$ cat src/rtl/acr_pkg.sv
package acr_pkg;

  localparam int unsigned ACR_CLK_W   = 18;
  localparam int unsigned ACR_N_W     = 20;
  localparam int unsigned ACR_CTS_W   = 28;
  localparam int unsigned ACR_MUL_W   = 14;
  localparam int unsigned ACR_TBL_LEN = 10;

  typedef enum logic [2:0] {
    ST_IDLE,
    ST_CHECK,
    ST_GCD,
    ST_RED,
    ST_MULT,
    ST_SCALE
  } acr_state_e;

  // 128 x sample rate; selects 2 and 3 both mean 48 kHz
  function automatic logic [31:0] fs_base_n(input logic [1:0] sel);
    case (sel)
      2'd0:    return 32'd4096000;
      2'd1:    return 32'd5644800;
      default: return 32'd6144000;
    endcase
  endfunction

  // floor(128 x rate / 1000)
  function automatic logic [31:0] fs_opt_n(input logic [1:0] sel);
    case (sel)
      2'd0:    return 32'd4096;
      2'd1:    return 32'd5644;
      default: return 32'd6144;
    endcase
  endfunction

  // floor(128 x rate / 1500)
  function automatic logic [31:0] fs_low_n(input logic [1:0] sel);
    case (sel)
      2'd0:    return 32'd2730;
      2'd1:    return 32'd3763;
      default: return 32'd4096;
    endcase
  endfunction

  // floor(128 x rate / 300)
  function automatic logic [31:0] fs_high_n(input logic [1:0] sel);
    case (sel)
      2'd0:    return 32'd13653;
      2'd1:    return 32'd18816;
      default: return 32'd20480;
    endcase
  endfunction

  function automatic logic [31:0] tbl_clk(input int idx);
    case (idx)
      0:       return 32'd25175;
      1:       return 32'd25200;
      2:       return 32'd27000;
      3:       return 32'd27027;
      4:       return 32'd54000;
      5:       return 32'd54054;
      6:       return 32'd74176;
      7:       return 32'd74250;
      8:       return 32'd148352;
      default: return 32'd148500;
    endcase
  endfunction

  function automatic logic [31:0] tbl_n44(input int idx);
    case (idx)
      0:       return 32'd28224;
      6, 8:    return 32'd5733;
      default: return 32'd6272;
    endcase
  endfunction

  function automatic logic [31:0] tbl_cts44(input int idx);
    case (idx)
      0:       return 32'd125875;
      1:       return 32'd28000;
      2:       return 32'd30000;
      3:       return 32'd30030;
      4:       return 32'd60000;
      5:       return 32'd60060;
      6:       return 32'd75335;
      7:       return 32'd82500;
      8:       return 32'd150670;
      default: return 32'd165000;
    endcase
  endfunction

endpackage

$ cat src/rtl/acr_lookup.sv
module acr_lookup
  import acr_pkg::*;
#(
  parameter int CLK_W = ACR_CLK_W,
  parameter int N_W   = ACR_N_W,
  parameter int CTS_W = ACR_CTS_W
) (
  input  logic [CLK_W-1:0] pix_khz,
  input  logic [1:0]       fs_sel,
  output logic             hit,
  output logic [N_W-1:0]   n_val,
  output logic [CTS_W-1:0] cts_val
);

  localparam int LEN = ACR_TBL_LEN;

  logic [LEN-1:0] match;

  for (genvar i = 0; i < LEN; i++) begin : g_entry
    assign match[i] = (32'(pix_khz) == tbl_clk(i));
  end

  always_comb begin
    hit     = |match;
    n_val   = '0;
    cts_val = '0;
    for (int i = 0; i < LEN; i++) begin
      if (match[i]) begin
        case (fs_sel)
          2'd0: begin
            n_val   = N_W'(32'd4096);
            cts_val = CTS_W'(pix_khz);
          end
          2'd1: begin
            n_val   = N_W'(tbl_n44(i));
            cts_val = CTS_W'(tbl_cts44(i));
          end
          default: begin
            n_val   = N_W'(32'd6144);
            cts_val = CTS_W'(pix_khz);
          end
        endcase
      end
    end
  end

endmodule

$ cat src/rtl/acr_gcd.sv
module acr_gcd #(
  parameter int W = 28
) (
  input  logic         clk,
  input  logic         rst_n,
  input  logic         go,
  input  logic [W-1:0] a_in,
  input  logic [W-1:0] b_in,
  output logic         done,
  output logic [W-1:0] g
);

  localparam int KW = $clog2(W) + 1;

  logic [W-1:0]  a_q, a_d, b_q, b_d, g_q, g_d;
  logic [KW-1:0] k_q, k_d;
  logic          run_q, run_d, done_q, done_d;

  // binary GCD: strip common twos, drop lone twos, subtract odd pairs
  always_comb begin
    a_d    = a_q;
    b_d    = b_q;
    k_d    = k_q;
    g_d    = g_q;
    run_d  = run_q;
    done_d = 1'b0;
    if (go && !run_q) begin
      a_d   = a_in;
      b_d   = b_in;
      k_d   = '0;
      run_d = 1'b1;
    end else if (run_q) begin
      if (a_q == b_q) begin
        g_d    = a_q << k_q;
        run_d  = 1'b0;
        done_d = 1'b1;
      end else if (!a_q[0] && !b_q[0]) begin
        a_d = a_q >> 1;
        b_d = b_q >> 1;
        k_d = k_q + 1'b1;
      end else if (!a_q[0]) begin
        a_d = a_q >> 1;
      end else if (!b_q[0]) begin
        b_d = b_q >> 1;
      end else if (a_q > b_q) begin
        a_d = a_q - b_q;
      end else begin
        b_d = b_q - a_q;
      end
    end
  end

  always_ff @(posedge clk or negedge rst_n) begin
    if (!rst_n) begin
      a_q    <= '0;
      b_q    <= '0;
      k_q    <= '0;
      g_q    <= '0;
      run_q  <= 1'b0;
      done_q <= 1'b0;
    end else begin
      a_q    <= a_d;
      b_q    <= b_d;
      k_q    <= k_d;
      g_q    <= g_d;
      run_q  <= run_d;
      done_q <= done_d;
    end
  end

  assign done = done_q;
  assign g    = g_q;

  // operands stay non-zero while reducing (caller never passes zero)
  a_r4_gcd_operands_nonzero: assert property (@(posedge clk) disable iff (!rst_n)
    run_q |-> (a_q != '0 && b_q != '0));

endmodule

$ cat src/rtl/acr_serdiv.sv
module acr_serdiv #(
  parameter int W = 28
) (
  input  logic         clk,
  input  logic         rst_n,
  input  logic         go,
  input  logic [W-1:0] dvd,
  input  logic [W-1:0] dvs,
  output logic         done,
  output logic [W-1:0] quot
);

  localparam int CW = $clog2(W + 1);

  logic [W-1:0]  rem_q, rem_d, q_q, q_d, dvs_q, dvs_d;
  logic [CW-1:0] cnt_q, cnt_d;
  logic          run_q, run_d, done_q, done_d;
  logic [W:0]    rem_sh;

  // restoring division, one quotient bit per clock
  always_comb begin
    rem_d  = rem_q;
    q_d    = q_q;
    dvs_d  = dvs_q;
    cnt_d  = cnt_q;
    run_d  = run_q;
    done_d = 1'b0;
    rem_sh = {rem_q, q_q[W-1]};
    if (go && !run_q) begin
      rem_d = '0;
      q_d   = dvd;
      dvs_d = dvs;
      cnt_d = CW'(W);
      run_d = 1'b1;
    end else if (run_q) begin
      if (rem_sh >= {1'b0, dvs_q}) begin
        rem_d = W'(rem_sh - {1'b0, dvs_q});
        q_d   = {q_q[W-2:0], 1'b1};
      end else begin
        rem_d = W'(rem_sh);
        q_d   = {q_q[W-2:0], 1'b0};
      end
      cnt_d = cnt_q - 1'b1;
      if (cnt_q == CW'(1)) begin
        run_d  = 1'b0;
        done_d = 1'b1;
      end
    end
  end

  always_ff @(posedge clk or negedge rst_n) begin
    if (!rst_n) begin
      rem_q  <= '0;
      q_q    <= '0;
      dvs_q  <= '0;
      cnt_q  <= '0;
      run_q  <= 1'b0;
      done_q <= 1'b0;
    end else begin
      rem_q  <= rem_d;
      q_q    <= q_d;
      dvs_q  <= dvs_d;
      cnt_q  <= cnt_d;
      run_q  <= run_d;
      done_q <= done_d;
    end
  end

  assign done = done_q;
  assign quot = q_q;

  // a finished division leaves a remainder below its divisor
  a_r4_rem_below_divisor: assert property (@(posedge clk) disable iff (!rst_n)
    done_q |-> (rem_q < dvs_q));

endmodule

$ cat src/rtl/acr_sermul.sv
module acr_sermul #(
  parameter int AW = 28,
  parameter int BW = 14
) (
  input  logic          clk,
  input  logic          rst_n,
  input  logic          go,
  input  logic [AW-1:0] a,
  input  logic [BW-1:0] b,
  output logic          done,
  output logic [AW-1:0] p
);

  localparam int CW = $clog2(BW + 1);

  logic [AW-1:0] acc_q, acc_d, mc_q, mc_d;
  logic [BW-1:0] mp_q, mp_d;
  logic [CW-1:0] cnt_q, cnt_d;
  logic          run_q, run_d, done_q, done_d;

  // shift-and-add, one multiplier bit per clock
  always_comb begin
    acc_d  = acc_q;
    mc_d   = mc_q;
    mp_d   = mp_q;
    cnt_d  = cnt_q;
    run_d  = run_q;
    done_d = 1'b0;
    if (go && !run_q) begin
      acc_d = '0;
      mc_d  = a;
      mp_d  = b;
      cnt_d = CW'(BW);
      run_d = 1'b1;
    end else if (run_q) begin
      if (mp_q[0]) acc_d = acc_q + mc_q;
      mc_d  = mc_q << 1;
      mp_d  = mp_q >> 1;
      cnt_d = cnt_q - 1'b1;
      if (cnt_q == CW'(1)) begin
        run_d  = 1'b0;
        done_d = 1'b1;
      end
    end
  end

  always_ff @(posedge clk or negedge rst_n) begin
    if (!rst_n) begin
      acc_q  <= '0;
      mc_q   <= '0;
      mp_q   <= '0;
      cnt_q  <= '0;
      run_q  <= 1'b0;
      done_q <= 1'b0;
    end else begin
      acc_q  <= acc_d;
      mc_q   <= mc_d;
      mp_q   <= mp_d;
      cnt_q  <= cnt_d;
      run_q  <= run_d;
      done_q <= done_d;
    end
  end

  assign done = done_q;
  assign p    = acc_q;

endmodule

$ cat src/rtl/acr_calc.sv
module acr_calc
  import acr_pkg::*;
#(
  parameter int CLK_W = ACR_CLK_W,
  parameter int N_W   = ACR_N_W,
  parameter int CTS_W = ACR_CTS_W,
  parameter int MUL_W = ACR_MUL_W
) (
  input  logic             clk,
  input  logic             rst_n,
  input  logic             start,
  input  logic [CLK_W-1:0] pix_khz,
  input  logic [1:0]       fs_sel,
  output logic             busy,
  output logic             done,
  output logic [N_W-1:0]   n_out,
  output logic [CTS_W-1:0] cts_out,
  output logic             n_too_small,
  output logic             n_too_large
);

  localparam int WK    = CTS_W;
  localparam int LANES = 2;

  // reset: asserted asynchronously, released on the clock
  logic [1:0] rst_pipe;
  logic       srst_n;

  always_ff @(posedge clk or negedge rst_n) begin
    if (!rst_n) rst_pipe <= 2'b00;
    else        rst_pipe <= {rst_pipe[0], 1'b1};
  end
  assign srst_n = rst_pipe[1];

  acr_state_e       st_q, st_d;
  logic [CLK_W-1:0] pix_q, pix_d;
  logic [1:0]       fs_q, fs_d;
  logic [N_W-1:0]   n_q, n_d;
  logic [CTS_W-1:0] cts_q, cts_d;
  logic             lo_q, lo_d, hi_q, hi_d, done_q, done_d, fb_q, fb_d;
  logic [WK-1:0]    nr_q, nr_d, ctsr_q, ctsr_d;

  logic [WK-1:0]    n_start, cts_start, pix_w;
  logic             tbl_hit;
  logic [N_W-1:0]   tbl_n;
  logic [CTS_W-1:0] tbl_cts;
  logic             gcd_go, gcd_done;
  logic [WK-1:0]    gcd_val;

  logic [LANES-1:0] div_go, div_done, mul_go, mul_done;
  logic [WK-1:0]    div_dvd  [LANES];
  logic [WK-1:0]    div_dvs  [LANES];
  logic [WK-1:0]    div_quot [LANES];
  logic [WK-1:0]    mul_a    [LANES];
  logic [WK-1:0]    mul_p    [LANES];
  logic [MUL_W-1:0] mul_b;

  // starting pair: 128 x rate and clock x 1000 (1000 = 1024 - 16 - 8)
  assign pix_w     = WK'(pix_q);
  assign n_start   = WK'(fs_base_n(fs_q));
  assign cts_start = (pix_w << 10) - (pix_w << 4) - (pix_w << 3);

  acr_lookup #(.CLK_W(CLK_W), .N_W(N_W), .CTS_W(CTS_W)) u_lookup (
    .pix_khz (pix_q),
    .fs_sel  (fs_q),
    .hit     (tbl_hit),
    .n_val   (tbl_n),
    .cts_val (tbl_cts)
  );

  assign gcd_go = (st_q == ST_CHECK) && (pix_q != '0) && !tbl_hit;

  acr_gcd #(.W(WK)) u_gcd (
    .clk   (clk),
    .rst_n (srst_n),
    .go    (gcd_go),
    .a_in  (n_start),
    .b_in  (cts_start),
    .done  (gcd_done),
    .g     (gcd_val)
  );

  // lane 0 divides N (and later forms the ceiling multiplier); lane 1 divides CTS
  always_comb begin
    div_go[0]  = ((st_q == ST_GCD) && gcd_done) || ((st_q == ST_RED) && div_done[0]);
    div_go[1]  = (st_q == ST_GCD) && gcd_done;
    div_dvd[1] = cts_start;
    div_dvs[1] = gcd_val;
    if (st_q == ST_RED) begin
      div_dvd[0] = WK'(fs_opt_n(fs_q)) + div_quot[0] - 1'b1;
      div_dvs[0] = div_quot[0];
    end else begin
      div_dvd[0] = n_start;
      div_dvs[0] = gcd_val;
    end
  end

  assign mul_b    = div_quot[0][MUL_W-1:0];
  assign mul_a[0] = nr_q;
  assign mul_a[1] = ctsr_q;

  for (genvar l = 0; l < LANES; l++) begin : g_lane
    assign mul_go[l] = (st_q == ST_MULT) && div_done[0];

    acr_serdiv #(.W(WK)) u_div (
      .clk   (clk),
      .rst_n (srst_n),
      .go    (div_go[l]),
      .dvd   (div_dvd[l]),
      .dvs   (div_dvs[l]),
      .done  (div_done[l]),
      .quot  (div_quot[l])
    );

    acr_sermul #(.AW(WK), .BW(MUL_W)) u_mul (
      .clk   (clk),
      .rst_n (srst_n),
      .go    (mul_go[l]),
      .a     (mul_a[l]),
      .b     (mul_b),
      .done  (mul_done[l]),
      .p     (mul_p[l])
    );
  end

  always_comb begin
    st_d   = st_q;
    pix_d  = pix_q;
    fs_d   = fs_q;
    n_d    = n_q;
    cts_d  = cts_q;
    lo_d   = lo_q;
    hi_d   = hi_q;
    fb_d   = fb_q;
    nr_d   = nr_q;
    ctsr_d = ctsr_q;
    done_d = 1'b0;
    case (st_q)
      ST_IDLE: begin
        if (start) begin
          pix_d = pix_khz;
          fs_d  = fs_sel;
          st_d  = ST_CHECK;
        end
      end
      ST_CHECK: begin
        if (pix_q == '0) begin
          n_d    = '0;
          cts_d  = '0;
          lo_d   = 1'b1;
          hi_d   = 1'b1;
          fb_d   = 1'b0;
          done_d = 1'b1;
          st_d   = ST_IDLE;
        end else if (tbl_hit) begin
          n_d    = tbl_n;
          cts_d  = tbl_cts;
          lo_d   = 1'b0;
          hi_d   = 1'b0;
          fb_d   = 1'b0;
          done_d = 1'b1;
          st_d   = ST_IDLE;
        end else begin
          fb_d = 1'b1;
          st_d = ST_GCD;
        end
      end
      ST_GCD: begin
        if (gcd_done) st_d = ST_RED;
      end
      ST_RED: begin
        if (div_done[0] && div_done[1]) begin
          nr_d   = div_quot[0];
          ctsr_d = div_quot[1];
          st_d   = ST_MULT;
        end
      end
      ST_MULT: begin
        if (div_done[0]) st_d = ST_SCALE;
      end
      ST_SCALE: begin
        if (mul_done[0] && mul_done[1]) begin
          n_d    = N_W'(mul_p[0]);
          cts_d  = CTS_W'(mul_p[1]);
          lo_d   = mul_p[0] < WK'(fs_low_n(fs_q));
          hi_d   = mul_p[0] > WK'(fs_high_n(fs_q));
          done_d = 1'b1;
          st_d   = ST_IDLE;
        end
      end
      default: st_d = ST_IDLE;
    endcase
  end

  always_ff @(posedge clk or negedge srst_n) begin
    if (!srst_n) begin
      st_q   <= ST_IDLE;
      pix_q  <= '0;
      fs_q   <= '0;
      n_q    <= '0;
      cts_q  <= '0;
      lo_q   <= 1'b0;
      hi_q   <= 1'b0;
      fb_q   <= 1'b0;
      nr_q   <= '0;
      ctsr_q <= '0;
      done_q <= 1'b0;
    end else begin
      st_q   <= st_d;
      pix_q  <= pix_d;
      fs_q   <= fs_d;
      n_q    <= n_d;
      cts_q  <= cts_d;
      lo_q   <= lo_d;
      hi_q   <= hi_d;
      fb_q   <= fb_d;
      nr_q   <= nr_d;
      ctsr_q <= ctsr_d;
      done_q <= done_d;
    end
  end

  assign busy        = (st_q != ST_IDLE);
  assign done        = done_q;
  assign n_out       = n_q;
  assign cts_out     = cts_q;
  assign n_too_small = lo_q;
  assign n_too_large = hi_q;

  // a table hit finishes on the next edge with clear flags
  a_r1_hit_next_cycle: assert property (@(posedge clk) disable iff (!srst_n)
    (st_q == ST_CHECK && tbl_hit && pix_q != '0) |=> (done_q && !lo_q && !hi_q));

  // scaled N reaches the optimal N
  a_r5_n_reaches_opt: assert property (@(posedge clk) disable iff (!srst_n)
    (done_q && fb_q) |-> (32'(n_q) >= fs_opt_n(fs_q)));

  // zero clock result
  a_r7_zero_clock: assert property (@(posedge clk) disable iff (!srst_n)
    (done_q && pix_q == '0) |-> (n_q == '0 && cts_q == '0 && lo_q && hi_q));

  // operands stay put while busy
  a_r8_busy_keeps_operands: assert property (@(posedge clk) disable iff (!srst_n)
    (busy && start) |=> (pix_q == $past(pix_q) && fs_q == $past(fs_q)));

  // done is a single-cycle pulse
  a_r9_done_single: assert property (@(posedge clk) disable iff (!srst_n)
    done_q |=> !done_q);

endmodule

$ cat config.mk
export PLATFORM = sky130hd
export DESIGN_NAME = acr_calc
export DESIGN_NICKNAME = d
export VERILOG_FILES = /design/src/rtl/acr_pkg.sv /design/src/rtl/acr_lookup.sv /design/src/rtl/acr_gcd.sv /design/src/rtl/acr_serdiv.sv /design/src/rtl/acr_sermul.sv /design/src/rtl/acr_calc.sv
export SDC_FILE = /design/constraint.sdc
export NUM_CORES = 2
export LEC_CHECK = 0
export BUFFER_PORTS_ARGS = -buffer_cell sky130_fd_sc_hd__buf_2
export CAP_MARGIN = 20
export CORE_MARGIN = 2
export CORE_UTILIZATION = 60
export DETAILED_ROUTE_END_ITERATION = 10
export GPL_TIMING_DRIVEN = 1
export PLACE_DENSITY = 0.77
export SYNTH_ARGS = -nofsm -noshare
export SYNTH_HDL_FRONTEND = slang
export SYNTH_SLANG_ARGS = --single-unit
$ cat constraint.sdc
create_clock -name clk -period 18.11 [get_ports clk]
set_input_delay 0 -clock clk [delete_from_list [all_inputs] [get_ports clk]]
set_output_delay 0 -clock clk [all_outputs]
set_load 0.01 [all_outputs]
==> flow_summary_export.csv <==
group,metric,value,unit
synthesis,syn-mean-instance-area,8.76,um^2
grt,first_global_vias,30200,
die,fp.dieW,253,um
power,pwr-share-comb,36.4,%
die,ioPinCount,75,
power,power_frac_clock,33.2,%
route,drt_wl_total,102,mm
place,gp_congestion,0.982,
clocking,cts_tree,"yes",
synthesis,synth_cells,4234,
synthesis,yosysTopAreaCell,"dfrtp_1",
power,pwr-share-seq,30.5,%
route,drc,0,
worst_setup_path,r2r_start,"pix_q[0]$_DFFE_PN0P_",
power,peakVddDrop,0.000348,V
worst_setup_path,crit_start,"pix_q[0]$_DFFE_PN0P_",
sta,skew,0.0257,ns
grt,grt_use_total,32.1,%
clocking,cts_buffers,61,
route,routedWlPerCell,20.2,um
finish,finalNonFillerCells,5059,
clocking,insertion_delay,0.65,ns
grt,grt_max_degree,172,
synthesis,syn_nets,4545,
route,vias_per_cell,6.25,
die,die_h,253,um
power,power.internal,0.00267,W
synthesis,yosys-top-cells-area,"dfrtp_1, ha_1, nand2_1",
power,switchingPower,0.00164,W
finish,areaGrowthSynthToFinish,9.37,%
sta,finalSetupViolations,0,
route,final_antenna_net_count,0,
sta,layout_min_cycle_time,4.55,ns
worst_setup_path,critical_path.startpoint_type,"flop",
grt,grt_antenna_before_repair,0,
synthesis,ys.flop_type,"dfrtp_1",
route,dr.pass1.iters,5,
synthesis,seq_area_frac_synth,37.7,%
clocking,clk_pin_slew,0.06,ns
worst_setup_path,cp-end-kind,"flop",
finish,drive_gt1_share,8.49,%
status,outcome,"completed",
worst_setup_path,critPathKind,"flop to flop",
clocking,root_buffer,"clkbuf_16",
die,rows,91,
worst_setup_path,crit_arrival,5.10,ns
sta,rsz0062_at_grt,"false",
synthesis,ys_types,96,
die,start_util,60.4,%
min_path,min_path_type,"input port to flop",
place,io_buffer_count,74,
clocking,numClockSinks,558,
grt,grt_pass1_wl,164,mm
place,hpwl,73.0,mm
power,leakagePower,18.1,nW
finish,nets,4526,
clocking,clockBufferDepth,3,
sta,setup_tns,0,ns
sta,fmax,220,MHz
sta,max_slew.worst_pin.slew,1.13,ns
worst_setup_path,critPathMaxFanout,41,
synthesis,synth-seq-cells,558,
sta,hold_violations,0,
sta,finalCritPeriodShare,25.1,%
sta,relSlewSlack,24.7,%
place,dp.cells,4916,
synthesis,async_flop_share,100,%
power,powerDensity,106,nW/um^2
route,drt_iter0_drc,2993,
min_path,min-delay-start,"pix_khz[3]",
synthesis,ys_warn_count,0,
sta,final-max-slew-violation-count,0,
die,die_area,63800,um^2
clocking,h-tree-depth,2,
grt,overflow,0,
synthesis,yosysTopAreaCellShare,37.7,%
die,core_area,61400,um^2
power,switching_share,38.1,%
synthesis,synth_edf_count,0,
route,via_count,31600,
flow_run,cap_violations,0,
worst_setup_path,cp.required,18.65,ns
synthesis,syn-cell-area,37100,um^2
==> state kept, by name, indices dropped and copies added, names as in the netlist, 28 cells and up <==
name / flops
cts_out: 28
ctsr_q: 28
g_lane.u_div.dvs_q: 56
g_lane.u_div.quot: 56
g_lane.u_div.rem_q: 56
g_lane.u_mul.mc_q: 56
g_lane.u_mul.mp_q: 28
g_lane.u_mul.p: 56
nr_q: 28
u_gcd.a_q: 28
u_gcd.b_q: 28
u_gcd.g: 28
==> synth_stat cells, drive strengths merged, types with 32 or more instances <==
cell type and n:
a31oi 67, nand3 84, a21oi 320, xor2 57
a221oi 39, a21o 83, o21ai 450, mux2i 151
a211oi 51, mux2 65, o21bai 32, nor2 232
o22ai 37, buf 55, nor3 70, and3 34
nand2 612, o21a 34, dfrtp 558, clkbuf 171
ha 270, inv 242, xnor2 122
==> cell usage in the layout (no fill, tap or decap), types with 41 or more instances in the layout <==
cell	n
nand2_1	611
dfrtp_1	553
o21ai_0	443
a21oi_1	317
ha_1	270
inv_1	241
nor2_1	226
mux2i_1	151
xnor2_1	122
nand3_1	84
a21o_1	82
buf_2	74
a31oi_1	67
nor3_1	65
mux2_2	65
clkbuf_16	62
xor2_1	57
a211oi_1	48
buf_4	41
==> worst paths after layout <==
check                                                  end  slack [ns]  cells past startpoint
max                              u_gcd.a_q[14]$_DFFE_PN0P_       13.56                     13
min                                   pix_q[3]$_DFFE_PN0P_        0.09                      4
max reg2reg                      u_gcd.a_q[14]$_DFFE_PN0P_       13.56                     13
min reg2reg                         cts_out[9]$_DFFE_PN0P_        0.33                      0
max in group asynchronous  g_lane[0].u_div.run_q$_DFF_PN0_       15.59                      2
min in group asynchronous            rst_pipe[0]$_DFF_PN0_        0.22                      3
==> cell families after synthesis <==
group | share of synthesized area [%]
AO/OA/AOI/OAI | 22.2
XOR/XNOR | 4.23
adder cells (fa/ha/maj) | 10.1
buffers and inverters | 4.94
flip-flops | 37.7
multiplexers | 6.78
other | 0.0101
AND/OR/NAND/NOR | 14.1
==> timing repair <==
| action | 4_1_cts | 5_1_grt |
|---|---|---|
| hold endpoints to repair | 23 | 0 |
| hold buffers | 23 | 0 |
| resized for setup | 0 | 0 |
| setup buffers | 0 | 0 |
==> layer usage <==
| metal | vias up | GRT usage, % | routed length (um) |
|---|---|---|---|
| li1 | 15100 | - | - |
| met1 | 15200 | 44.6 | 44600 |
| met2 | 1129 | 51.3 | 47100 |
| met3 | 210 | 4.71 | 7050 |
| met4 | 0 | 11.6 | 3570 |
| met5 | - | 0 | 0 |
==> metrics by stage <==
| stage | hold WS [ns] | worst slack (ns) | total power (W) | cell area, um^2 | utilization (%) |
|---|---|---|---|---|---|
| after floorplan | -0.296 | 1.41 | 0.00232 | 37100 | - |
| after global placement | -0.214 | 13.46 | 0.00284 | 38000 | 61.9 |
| after detailed placement | -0.210 | 13.37 | 0.00285 | 38000 | 61.9 |
| after CTS | 0.0650 | 13.34 | 0.00429 | 40500 | 66.0 |
| after global routing | 0.122 | 13.25 | 0.00451 | 40500 | 66.1 |
| final | 0.0926 | 13.56 | 0.00431 | 40600 | 66.1 |
==> cell type report <==
class                      count  area [um^2]
antenna                        3         7.51
clock buffer                  81         1730
clock inverter                33          573
fill                        5008        20800
inverter                     244          916
multi-input combinational   3206        21400
sequential                   558        14000
tap                          790          988
timing repair buffer         144          996
==> power by group through the flow <==
stage / clock (W) / sequential, W / combinational [W]
3_3_place_gp: 0 / 0.00133 / 0.00151
3_5_place_dp: 0 / 0.00134 / 0.00151
2_1_floorplan: 0 / 0.00134 / 0.000986
6_report: 0.00143 / 0.00131 / 0.00157
5_1_grt: 0.00150 / 0.00132 / 0.00169
4_1_cts: 0.00145 / 0.00131 / 0.00153
==> worst max-delay path, cell delays in order (launching register included) <==
cell and delay [ns]:
dfrtp_1 0.50, inv_1 0.26, ha_1 0.38, nand3_1 0.13, nor2_1 0.06, o21ai_1 0.30
nor2b_1 0.45, nor3b_2 0.37, nand2_1 0.28, or4_1 0.47, buf_4 0.29, nand2_1 0.52
o21ai_0 0.25, o22ai_1 0.16
No activity file was read; power rests on OpenSTA's default activity.
